### config.mk
export PLATFORM = sky130hd
export DESIGN_NAME = cec_rxerr_policy
export DESIGN_NICKNAME = d
export VERILOG_FILES = /design/src/rtl/cec_rxerr_pkg.sv /design/src/rtl/cec_rxerr_decide.sv /design/src/rtl/cec_rxerr_sticky.sv /design/src/rtl/cec_rxerr_policy.sv
export SDC_FILE = /design/constraint.sdc
export NUM_CORES = 1
export LEC_CHECK = 0
export CORE_AREA = 4 4 41 43
export DETAILED_ROUTE_END_ITERATION = 16
export DIE_AREA = 0 0 45 47
export GPL_TIMING_DRIVEN = 0
export SLEW_MARGIN = 20
export SYNTH_ARGS = -nofsm -noshare
export SYNTH_HDL_FRONTEND = slang
export SYNTH_HIERARCHICAL = 1
export SYNTH_SLANG_ARGS = --single-unit
### constraint.sdc
create_clock -name clk -period 0.8 [get_ports clk]
set_input_delay 0.08 -clock clk [delete_from_list [all_inputs] [get_ports clk]]
set_output_delay 0.08 -clock clk [all_outputs]
set_load 0.01 [all_outputs]
### src/rtl/cec_rxerr_pkg.sv
package cec_rxerr_pkg;
  localparam int unsigned NUM_FLT = 3;
  typedef enum logic [1:0] {
    FLT_RISE  = 2'd0,
    FLT_SHORT = 2'd1,
    FLT_LONG  = 2'd2
  } flt_idx_e;
  typedef struct packed {
    logic stop_rise;
    logic gen_rise;
    logic gen_long;
    logic bcast_quiet;
  } policy_cfg_t;
endpackage

### src/rtl/cec_rxerr_decide.sv
module cec_rxerr_decide
  import cec_rxerr_pkg::*;
(
  input  logic [NUM_FLT-1:0] flt,
  input  logic               bcast,
  input  logic               listen_full,
  input  policy_cfg_t        cfg,
  output logic               stop,
  output logic               errbit
);
  logic [NUM_FLT-1:0] allow;

  always_comb begin
    stop = (flt[FLT_RISE] & cfg.stop_rise) | flt[FLT_SHORT] | flt[FLT_LONG];
    allow = '0;
    if (!bcast) begin
      allow[FLT_RISE]  = cfg.stop_rise & cfg.gen_rise;
      allow[FLT_SHORT] = 1'b1;
      allow[FLT_LONG]  = cfg.gen_long;
    end else if (!cfg.bcast_quiet) begin
      allow[FLT_RISE]  = cfg.stop_rise & ~cfg.gen_rise;
      allow[FLT_SHORT] = ~listen_full;
      allow[FLT_LONG]  = ~cfg.gen_long;
    end
    errbit = |(flt & allow);
  end
endmodule

### src/rtl/cec_rxerr_sticky.sv
module cec_rxerr_sticky #(
  parameter int unsigned WIDTH = 3
) (
  input  logic             clk,
  input  logic             rst,
  input  logic [WIDTH-1:0] set,
  input  logic [WIDTH-1:0] clr,
  output logic [WIDTH-1:0] flags
);
  for (genvar i = 0; i < WIDTH; i++) begin : g_flag
    always_ff @(posedge clk) begin
      if (rst)         flags[i] <= 1'b0;
      else if (set[i]) flags[i] <= 1'b1;
      else if (clr[i]) flags[i] <= 1'b0;
    end

    assert_set_wins_R9: assert property (@(posedge clk) disable iff (rst)
      set[i] |=> flags[i]);
    assert_hold_R9: assert property (@(posedge clk) disable iff (rst)
      (flags[i] && !clr[i]) |=> flags[i]);
    assert_clear_R9: assert property (@(posedge clk) disable iff (rst)
      (clr[i] && !set[i]) |=> !flags[i]);
  end
endmodule

### src/rtl/cec_rxerr_policy.sv
module cec_rxerr_policy
  import cec_rxerr_pkg::*;
(
  input  logic               clk,
  input  logic               rst,
  input  logic               flt_rise,
  input  logic               flt_short,
  input  logic               flt_long,
  input  logic               frame_bcast,
  input  logic               listen_full,
  input  logic               cfg_stop_rise,
  input  logic               cfg_gen_rise,
  input  logic               cfg_gen_long,
  input  logic               cfg_bcast_quiet,
  input  logic [NUM_FLT-1:0] flag_clr,
  output logic               rx_stop,
  output logic               errbit_req,
  output logic [NUM_FLT-1:0] err_flags
);
  logic [NUM_FLT-1:0] flt_vec;
  policy_cfg_t        cfg;
  logic               stop_d;
  logic               errbit_d;

  assign flt_vec = {flt_long, flt_short, flt_rise};
  assign cfg = '{stop_rise: cfg_stop_rise, gen_rise: cfg_gen_rise,
                 gen_long: cfg_gen_long, bcast_quiet: cfg_bcast_quiet};

  cec_rxerr_decide u_decide (
    .flt        (flt_vec),
    .bcast      (frame_bcast),
    .listen_full(listen_full),
    .cfg        (cfg),
    .stop       (stop_d),
    .errbit     (errbit_d)
  );

  always_ff @(posedge clk) begin
    if (rst) begin
      rx_stop    <= 1'b0;
      errbit_req <= 1'b0;
    end else begin
      rx_stop    <= stop_d;
      errbit_req <= errbit_d;
    end
  end

  cec_rxerr_sticky #(.WIDTH(NUM_FLT)) u_sticky (
    .clk  (clk),
    .rst  (rst),
    .set  (flt_vec),
    .clr  (flag_clr),
    .flags(err_flags)
  );

  assert_no_stop_rise_R1: assert property (@(posedge clk) disable iff (rst)
    (flt_rise && !cfg_stop_rise && !flt_short && !flt_long) |=> !rx_stop);
  assert_period_stop_R1: assert property (@(posedge clk) disable iff (rst)
    (flt_short || flt_long) |=> rx_stop);
  assert_long_gen_R3: assert property (@(posedge clk) disable iff (rst)
    (!frame_bcast && flt_long && !cfg_gen_long && !flt_rise && !flt_short) |=> !errbit_req);
  assert_short_gen_R4: assert property (@(posedge clk) disable iff (rst)
    (!frame_bcast && flt_short) |=> errbit_req);
  assert_quiet_R8: assert property (@(posedge clk) disable iff (rst)
    (frame_bcast && cfg_bcast_quiet) |=> !errbit_req);
  assert_idle_R10: assert property (@(posedge clk) disable iff (rst)
    (!flt_rise && !flt_short && !flt_long) |=> (!errbit_req && !rx_stop));
endmodule

After elaboration in Yosys (flattened, before gate mapping)

Index checks and enable logic that the tools add are counted.

Flip-flop bits (word level): 5
Output and inout port bits: 5

Bitwise logic cells: 9
Reductions and logical operators: 4
Mux-type cells: 8

Operators with widths:

| cell              | number |
|---|---|
| $mux 1            | 6 |
| $mux 3            | 2 |
| $reduce_bool 2->1 | 3 |
| $and 1x1->1       | 3 |
| $and 3x3->3       | 1 |
| $not 1->1         | 3 |
| $reduce_or 3->1   | 1 |
| $or 1x1->1        | 2 |

Depth between registers and ports, before layout

Depth after elaboration: 6
Gate-level depth with buffers: 4
Gate-level depth less buffers: 4

By module

The synthesis kept the hierarchy.

By module, submodules not included:

| module           | area each (µm²) | cells an instance | instances |
|---|---|---|---|
| cec_rxerr_sticky | 105.1           | 12                | 1 |
| cec_rxerr_decide | 63.8            | 9                 | 1 |
| cec_rxerr_policy | 52.6            | 4                 | 1 |

Worst setup path after synthesis

No wires, ideal clock.

Kind: input port to flip-flop
From: input port cfg_gen_long
To: register errbit_req
Library setup time: 0.114 ns
Buffers on the path: 0
Stages: 4
Arrival time: 0.574 ns
Setup slack: 0.112 ns
Cells stage by stage: and4bb_1 > a21oi_1 > o211ai_1 > nor2b_1

Longest elaborated chain between the ends: 5

Ends and longest elaborated chain:

| item                   | line                   | source |
|---|---|---|
| start: declaration     | cec_rxerr_policy.sv:13 | `input logic cfg_gen_long,` |
| $not 1->1              | cec_rxerr_decide.sv:23 | `allow[FLT_LONG] = ~cfg.gen_long;` |
| $mux 3                 | cec_rxerr_decide.sv:20 | `end else if (!cfg.bcast_quiet) begin` |
| $mux 3 *               | cec_rxerr_decide.sv:16 | `if (!bcast) begin` |
| $and 3x3->3 *          | cec_rxerr_decide.sv:25 | `errbit = \|(flt & allow);` |
| $reduce_or 3->1 *      | cec_rxerr_decide.sv:25 |  |
| net errbit_d           | cec_rxerr_policy.sv:23 | `logic errbit_d;` |
| end signal: assignment | cec_rxerr_policy.sv:44 | `errbit_req <= errbit_d;` |
| end: declaration       | cec_rxerr_policy.sv:17 | `output logic errbit_req,` |

The timed path passes the listed nets; every way through them passes the cells marked *.
A chain may end at the register's enable or synchronous reset.

Worst setup path after layout

From: register u_sticky.flags[2]
To: output port err_flags[2]

RTL lines:

| item                             | line                   | source |
|---|---|---|
| start: declaration               | cec_rxerr_sticky.sv:8  | `output logic [WIDTH-1:0] flags` |
| start signal: indexed assignment | cec_rxerr_sticky.sv:12 | `if (rst) flags[i] <= 1'b0;` |
| start signal: indexed assignment | cec_rxerr_sticky.sv:13 | `else if (set[i]) flags[i] <= 1'b1;` |
| start signal: indexed assignment | cec_rxerr_sticky.sv:14 | `else if (clr[i]) flags[i] <= 1'b0;` |
| end: declaration                 | cec_rxerr_policy.sv:18 | `output logic [NUM_FLT-1:0] err_flags` |

No word-level cell between the ends.

==> impl_metrics.toml <==
[worst_setup_path]
max_stage_delay_ns = 0.32
crit_fanout = 2
r2r_cells = 2
worstReg2RegStart = "u_sticky/flags[1]"
timing.rr.end = "u_sticky/flags[1]"
cp_num_buf_inv = 1
cp_data_arrival_time_ns = 0.68
crit_path_cell_trace = "buf_2"
crit_required_ns = 0.72
critPathCaptureType = "primary output"
crit_type = "reg -> out"
crit_path_start_kind = "flop"
slowest_stage = "dfxtp_1"
ff2ff_setup_slack_ns = 0.23
critPathTopFamily = "flip-flops"

[drt]
first_pass_iters = 1
drt_wl_total_um = 540
drtIter0Drc = 0
wire_per_inst_um = 8.71
final_antenna_net_count = 0
drc = 0
via_per_inst = 3.92
vias = 243

[final_layout]
diodes = 0
drive_gt1_share_pct = 23.4
layout_common_cells = "7 x dlygate4sd2_1, 5 x clkdlybuf4s50_1, 5 x buf_2"
final_common_cell = "dlygate4sd2_1"
nets = 62
syn_to_final_growth_pct = 90.4

[clock_network]
clk_pin_slew_ns = 0.04
h-tree-depth = 1
cts_made_buffers = 3
clock_latency_ns = 0.23
root_buffer = "clkbuf_4"
clock-sinks = 5
cts_tree = "yes"
cts_max_path_buffers = 2

[place]
place.gp.congestion = 0.687
portBuffers = 18
dp.final_hpwl_um = 455

[timing]
hold_slack_ns = 0.254
clock.fmax_mhz = 1320
post-route-period-util_pct = 94.5
max-slew-margin-rel_pct = 88.1
finalMaxSlewViolations = 0
rsz0062_at_grt = "yes"
fin_skew_ns = 0
setup_violations = 0
hold_viol_final = 0
fin_tns_setup_ns = 0
final.min_clock_period_ns = 0.756
tightest_slew_ns = 0.178

[power]
powerDensity_mw_per_mm2 = 1610
ir_drop_mv = 0.372
power.leakage_nw = 0.200

[yosys]
synthCells = 25
yosysTopAreaCell = "dfxtp_1"
synth.area.top_cells = "dfxtp_1 45%, a21oi_1 11%, nand2b_1 8.5%"
synth_cell_types = 10
synth_nets = 39
ys_warn_count = 6
yosysSeqAreaShare_pct = 45.2
syn_area_um2 = 221
postSynthAreaPerCell_um2 = 8.86
synth-seq-cells = 5
synth_top_area_share_pct = 45.2

[global_routing]
grt_pass1_vias = 275
grt_max_degree = 6
grt_first_pass_wirelength_um = 945
grt-ovfl-total = 0
grt_antenna_before_repair = 0
grt_use_total_pct = 6.41

[floorplan]
die_w_um = 45
rows = 13
boundaryPins = 19
start_util_pct = 17.0
dieArea_mm2 = 0.00212
core_region_area_mm2 = 0.00130
die_y_um = 47

[min_path]
min-delay-start = "flt_rise"
holdCritPathClass = "in -> reg"
whs_endpoint = "u_sticky/flags[0]"
hold_depth = 3

[job]
maxCapViolCount = 0

[outcome]
status = "completed"
==> cell families after synthesis <==
family,count (synthesis),share of synthesized area (%)
and+or+nand+nor,9,27.7
DFF,5,45.2
buffers and inverters,3,5.08
AOI/OAI and AO/OA,8,22.0
==> layer usage <==
metal	vias up	global-route usage (%)	routed length (µm)
li1	130	-	-
met1	100	7.31	228
met2	13	9.32	241
met3	0	0.383	70
met4	0	8.77	0
met5	-	0	0
==> how the worst max path moves through the flow <==
stage	start	to	depth (start not counted)
floorplan	cfg_gen_long	errbit_req	4
global placement	frame_bcast	errbit_req	5
global route	frame_bcast	errbit_req	5
detailed placement	flt_long	errbit_req	5
CTS	listen_full	errbit_req	5
finish	u_sticky/flags[2]	err_flags[2]	1
==> metrics by stage <==
stage                     total power [mW]  utilization, %  cell area, µm²  std cells  setup WS [ns]
after global placement               0.431            32.3             420         58         -0.416
after detailed placement             0.432            32.3             420         58         -0.435
final                                0.680            32.4             422         62         0.0442
after CTS                            0.696            31.7             413         62         0.0169
after global routing                 0.729            32.4             422         62        -0.0105
after floorplan                      0.320               -             221         25          0.112
==> sequential cells by signal (all words and copies together), names as in the netlist <==
signal          flops
errbit_req          1
rx_stop             1
u_sticky/flags      3
==> synth_stat cells, drive strengths merged <==
library cell,number
a21oi,5
dfxtp,5
inv,3
nand2b,3
nor2b,3
o211ai,2
a211o,1
and4bb,1
nor2,1
nor3b,1
==> power by group <==
group / switching (mW) / leakage (nW) / internal (mW)
Combinational: 0.0479 / 0.143 / 0.0765
Clock: 0.0937 / 0.0150 / 0.188
Sequential: 0.00533 / 0.0423 / 0.269
==> cell type report <==
class	count	area, µm²
clock buffers	4	26.3
well taps	15	18.8
flip-flops and latches	5	103
repair buffers	18	149
multi-input cells	17	114
inverters	3	11.3
fillers	161	880
==> what timing repair did <==
action / in CTS / in global routing
setup endpoints to repair: 7 / 3
pin swaps: 3 / 2
hold buffers: 0 / 0
setup buffers: 0 / 0
gates resized for setup: 27 / 4
No activity file was read; power rests on OpenSTA's default activity.
